## config.mk

```make
export PLATFORM = sky130hd
export DESIGN_NAME = cw_reset_relay
export DESIGN_NICKNAME = d
export VERILOG_FILES = /design/src/rtl/cw_reset_pkg.sv /design/src/rtl/cw_slot_tracker.sv /design/src/rtl/rx_reset_fsm.sv /design/src/rtl/tx_reset_inserter.sv /design/src/rtl/cw_reset_relay.sv
export SDC_FILE = /design/constraint.sdc
export NUM_CORES = 1
export LEC_CHECK = 0
export BUFFER_PORTS_ARGS = -buffer_cell sky130_fd_sc_hd__buf_2
export CORE_ASPECT_RATIO = 1.75
export CORE_MARGIN = 4
export CORE_UTILIZATION = 45
export CTS_CLUSTER_SIZE = 12
export DETAILED_ROUTE_END_ITERATION = 16
export SETUP_SLACK_MARGIN = 0.2
export SYNTH_ARGS = -nofsm -noshare
export SYNTH_HDL_FRONTEND = slang
export SYNTH_SLANG_ARGS = --single-unit
```

## constraint.sdc

```tcl
create_clock -name clk -period 5.7 [get_ports clk]
set_clock_uncertainty 0.15 [all_clocks]
set_input_delay 0.57 -clock clk [delete_from_list [all_inputs] [get_ports clk]]
set_output_delay 0.57 -clock clk [all_outputs]
set_load 0.01 [all_outputs]
```

## src/rtl/cw_reset_pkg.sv

```systemverilog
package cw_reset_pkg;

    typedef enum logic [1:0] {
        RX_CLEAR = 2'd0,
        RX_COUNT = 2'd1,
        RX_SAT   = 2'd2
    } rx_state_e;

    typedef enum logic {
        TX_QUIET = 1'b0,
        TX_SEND  = 1'b1
    } tx_state_e;

    localparam int DIR_RX = 0;
    localparam int DIR_TX = 1;
    localparam int NUM_DIRS = 2;

endpackage

```

## src/rtl/cw_slot_tracker.sv

```systemverilog
module cw_slot_tracker #(
    parameter int HF_LEN   = 256,
    parameter int SLOT_IDX = 130
) (
    input  logic clk,
    input  logic rst_n,
    input  logic cw_stb,
    input  logic hf_start,
    output logic slot_hit
);
    localparam int IDX_W = (HF_LEN > 1) ? $clog2(HF_LEN) : 1;
    localparam logic [IDX_W-1:0] LAST_IDX = IDX_W'(HF_LEN - 1);
    localparam logic [IDX_W-1:0] HIT_IDX  = IDX_W'(SLOT_IDX);

    logic [IDX_W-1:0] idx_q;
    logic [IDX_W-1:0] cur_idx;
    logic             sync_q;

    // index carried by the strobe of this cycle
    always_comb begin
        if (hf_start) begin
            cur_idx = '0;
        end else if (idx_q == LAST_IDX) begin
            cur_idx = '0;
        end else begin
            cur_idx = idx_q + 1'b1;
        end
    end

    always_ff @(posedge clk) begin
        if (!rst_n) begin
            idx_q  <= LAST_IDX;
            sync_q <= 1'b0;
        end else if (cw_stb) begin
            idx_q <= cur_idx;
            if (hf_start) begin
                sync_q <= 1'b1;
            end
        end
    end

    assign slot_hit = cw_stb && (hf_start || sync_q) && (cur_idx == HIT_IDX);

endmodule

```

## src/rtl/rx_reset_fsm.sv

```systemverilog
module rx_reset_fsm
    import cw_reset_pkg::*;
#(
    parameter int REQ_COUNT = 10
) (
    input  logic clk,
    input  logic rst_n,
    input  logic slot_hit,
    input  logic rx_bit,
    input  logic rx_en,
    output logic req_o,
    output logic raw_o
);
    localparam int CNT_W = $clog2(REQ_COUNT + 1);
    localparam logic [CNT_W-1:0] CNT_MAX = CNT_W'(REQ_COUNT);

    rx_state_e        state_q, state_n;
    logic [CNT_W-1:0] cnt_q, cnt_n;
    logic             req_q;
    logic             raw_q;

    // next state and run length
    always_comb begin
        state_n = state_q;
        cnt_n   = cnt_q;
        if (slot_hit) begin
            unique case (state_q)
                RX_CLEAR, RX_COUNT: begin
                    if (!rx_bit) begin
                        state_n = RX_CLEAR;
                        cnt_n   = '0;
                    end else begin
                        cnt_n   = cnt_q + 1'b1;
                        state_n = (cnt_n == CNT_MAX) ? RX_SAT : RX_COUNT;
                    end
                end
                RX_SAT: begin
                    if (!rx_bit) begin
                        state_n = RX_CLEAR;
                        cnt_n   = '0;
                    end
                end
                default: begin
                    state_n = RX_CLEAR;
                    cnt_n   = '0;
                end
            endcase
        end
    end

    // state register
    always_ff @(posedge clk) begin
        if (!rst_n) begin
            state_q <= RX_CLEAR;
            cnt_q   <= '0;
        end else begin
            state_q <= state_n;
            cnt_q   <= cnt_n;
        end
    end

    // output registers
    always_ff @(posedge clk) begin
        if (!rst_n) begin
            req_q <= 1'b0;
            raw_q <= 1'b0;
        end else begin
            req_q <= rx_en && (state_n == RX_SAT);
            if (slot_hit) begin
                raw_q <= rx_bit;
            end
        end
    end

    assign req_o = req_q;
    assign raw_o = raw_q;

endmodule

```

## src/rtl/tx_reset_inserter.sv

```systemverilog
module tx_reset_inserter
    import cw_reset_pkg::*;
(
    input  logic clk,
    input  logic rst_n,
    input  logic slot_hit,
    input  logic tx_en,
    input  logic assert_in,
    output logic tx_bit
);
    tx_state_e state_q, state_n;

    always_comb begin
        unique case (state_q)
            TX_QUIET: state_n = (tx_en && assert_in) ? TX_SEND : TX_QUIET;
            TX_SEND:  state_n = (tx_en && assert_in) ? TX_SEND : TX_QUIET;
            default:  state_n = TX_QUIET;
        endcase
    end

    // state register: samples the local assert at each rising edge
    always_ff @(posedge clk) begin
        if (!rst_n) begin
            state_q <= TX_QUIET;
        end else begin
            state_q <= state_n;
        end
    end

    // output: bit 0 of the reset control word, zero elsewhere
    always_comb begin
        tx_bit = slot_hit && (state_q == TX_SEND);
    end

endmodule

```

## src/rtl/cw_reset_relay.sv

```systemverilog
module cw_reset_relay
    import cw_reset_pkg::*;
#(
    parameter int HF_LEN    = 256,
    parameter int SLOT_IDX  = 130,
    parameter int REQ_COUNT = 10
) (
    input  logic clk,
    input  logic rst_n,
    input  logic rx_en,
    input  logic tx_en,
    input  logic rx_cw_stb,
    input  logic rx_hf_start,
    input  logic rx_rst_bit,
    input  logic tx_cw_stb,
    input  logic tx_hf_start,
    input  logic rst_assert_in,
    output logic tx_rst_bit,
    output logic rst_req_out,
    output logic rx_rst_raw
);
    logic [NUM_DIRS-1:0] dir_stb;
    logic [NUM_DIRS-1:0] dir_start;
    logic [NUM_DIRS-1:0] dir_hit;

    assign dir_stb[DIR_RX]   = rx_cw_stb;
    assign dir_start[DIR_RX] = rx_hf_start;
    assign dir_stb[DIR_TX]   = tx_cw_stb;
    assign dir_start[DIR_TX] = tx_hf_start;

    for (genvar g = 0; g < NUM_DIRS; g++) begin : g_track
        cw_slot_tracker #(
            .HF_LEN   (HF_LEN),
            .SLOT_IDX (SLOT_IDX)
        ) u_track (
            .clk      (clk),
            .rst_n    (rst_n),
            .cw_stb   (dir_stb[g]),
            .hf_start (dir_start[g]),
            .slot_hit (dir_hit[g])
        );
    end

    rx_reset_fsm #(
        .REQ_COUNT (REQ_COUNT)
    ) u_rx (
        .clk      (clk),
        .rst_n    (rst_n),
        .slot_hit (dir_hit[DIR_RX]),
        .rx_bit   (rx_rst_bit),
        .rx_en    (rx_en),
        .req_o    (rst_req_out),
        .raw_o    (rx_rst_raw)
    );

    tx_reset_inserter u_tx (
        .clk       (clk),
        .rst_n     (rst_n),
        .slot_hit  (dir_hit[DIR_TX]),
        .tx_en     (tx_en),
        .assert_in (rst_assert_in),
        .tx_bit    (tx_rst_bit)
    );

endmodule

```

==> results.cfg <==
[outcome]
outcome = finished, final reports clean

[power]
ir_drop_uv = 143
cellPowerDensity_nw_per_um2 = 240
p_leak_nw = 0.659
power_uw = 406

[route]
route.detailed.drc = 0
wire_per_inst_um = 15.2
drt-pass1-iter-count = 4
vias = 1493
ant_nets = 0
viasPerCell = 6.04
drt_wl_total_mm = 3.75
drt-initial-drc-count = 46

[setup_path]
critPathMaxStageDelay_ps = 360
critPathKind = reg2out
cp_slowest_cell = dfxtp_1
cp-start-kind = flop
path_max_fanout = 6
arrival_ps = 1920
crit_top_cell = and3_1
path_cells = ha_1 -> and3_1 -> and2_1 -> xor2_1 -> nor4_1 -> and3_1 -> buf_2
required_ps = 4980
crit_family = simple AND/OR/NAND/NOR gates
worst-path-buf-inv = 1
crit_path_end_kind = output pin

[cts]
h-tree-depth = 1
root_buffer = clkbuf_8
cts.sinks = 27
cts_buffers = 3
cts_resized = 0
cts_hold_buf = 0
clk_pin_slew_ps = 90
cts_tree = done
clockBufferDepth = 2
clk_latency_ps = 270
cts_setup_buffers = 0

[synth]
synth.most_common_cell = dfxtp_1
ys_seq_area_share_pct = 34.4
synth_flop_cell = dfxtp_1
synth_warnings = 0
synth_edf_count = 0
synth_largest_area_cell = dfxtp_1
async_flop_share_pct = 0
synthDominantCellAreaShare_pct = 34.4
netlist_instances = 195
synth_area_um2 = 1570
synth_fp_nets = 209
synth_commonest_cells = dfxtp_1 (27), nand2_1 (17), o21ai_0 (15)
ys_ff_latch = 27
yosys.cell_types.count = 49
synth.avg_cell_area_um2 = 8.05
synth.top_cells.by_area = dfxtp_1 (34%), o21ai_0 (4.8%), a21oi_1 (4.1%)

[floorplanning]
start_util_pct = 46.7
fp.coreArea_um2 = 3360
die_w_um = 52.6
core.rowCount = 28
die_area_um2 = 4530
io_pins = 13
fp.dieH_um = 86.1

[grt]
grt_max_degree = 19
grt_pass1_vias = 1422
grt_pass1_wl_mm = 6.32
antenna_found_initial = 0
track_usage_pct = 18.3
grt_remaining_overflow = 0

[placement]
gp_congestion = 0.794
io_buffer_count = 12
dpl.cell_count = 243
dp_slack_ps = 3370
dp_hpwl_mm = 2.80

[sta]
period_needed_ps = 2640
fin_crit_sh_pct = 46.3
slew_headroom_pct = 66.2
tightest_slew_ps = 506
setup_tns_ps = 0
setup_violations = 0
rsz0062_at_grt = no
setup_ws_ps = 3060
max_freq_mhz = 379
holdWs_ps = 328
final_max_slew_viol_count = 0
hold_viol_final = 0

[layout]
nets = 217
stdcell_count = 247
drive_above_1_share_pct = 12.9
num_antenna_cells = 0
area_growth_pct = 7.97

[run]
drv_cap = 0

[hold_path]
hp-class = reg2reg
==> placed cells by master (no fill, tap or decap), drive strengths merged, types with 5 or more instances in the layout <==
cell,Yosys,routed
nand2b,7,7
inv,10,10
nand3,13,13
a21oi,13,13
o21ai,16,16
dfxtp,27,27
and3,5,5
nand2,17,17
o311ai,5,5
buf,2,12
nor2,14,14
==> metal layers <==
layer / part of all wire [%] / track usage (%)
met3: 2.2 / 2.26
met4: 2.2 / 7.91
met2: 57 / 34.3
met1: 38 / 19.4
met5: 0 / 0
==> final cells by class <==
| type | count | area [µm²] |
|---|---|---|
| clock buffers | 4 | 45.0 |
| fillers | 365 | 1670 |
| repair buffers | 12 | 60.1 |
| well taps | 45 | 56.3 |
| inverters | 10 | 37.5 |
| multi-input cells | 149 | 955 |
| flip-flops and latches | 27 | 541 |
==> path summary, 6_finish.rpt <==
path	startpoint	to	slack (ps)	depth (start not counted)
min	g_track[0].u_track.sync_q$_SDFFE_PN0P_	g_track[0].u_track.sync_q$_SDFFE_PN0P_	330	2
max reg2reg	g_track[0].u_track.idx_q[0]$_SDFFE_PN1P_	u_rx.cnt_q[1]$_SDFFE_PN0P_	3450	6
min reg2reg	g_track[0].u_track.sync_q$_SDFFE_PN0P_	g_track[0].u_track.sync_q$_SDFFE_PN0P_	330	2
max	g_track[1].u_track.idx_q[0]$_SDFFE_PN1P_	tx_rst_bit	3060	7
==> where the power goes <==
group / internal (mW) / leakage, nW / switching (mW) / total [mW]
logic: 0.0310 / 0.413 / 0.0497 / 0.0807
clock network: 0.0500 / 0.0228 / 0.0571 / 0.107
registers: 0.200 / 0.223 / 0.0178 / 0.218
==> per-stage QoR <==
| stage | cell area, µm² | utilization [%] |
|---|---|---|
| 2_1_floorplan | 1570 | - |
| 3_3_place_gp | 1650 | 49.0 |
| 3_5_place_dp | 1650 | 49.0 |
| 4_1_cts | 1690 | 50.4 |
| 5_1_grt | 1690 | 50.4 |
| 6_report | 1690 | 50.4 |
==> cell families after synthesis <==
family / synth area share (%)
AOI/OAI and AO/OA: 25.7
xor gates and xnor gates: 2.23
adders and majority gates: 3.19
buffers and inverters: 4.71
DFF: 34.4
muxes: 1.28
and+or+nand+nor: 28.5
==> registers in the layout, indices dropped and copies added (netlist names) <==
signal and cells:
g_track.u_track.idx_q 16, g_track.u_track.sync_q 2, u_rx.cnt_q 4, u_rx.raw_o 1, u_rx.req_o 1, u_rx.state_q 2, u_tx.state_q 1
==> worst min-delay path, cell delays in order, from the launching register on <==
cell	delay (ps)
dfxtp_1	340
a21oi_1	40
nor2_1	70
Power figures use the tool's default switching activity.
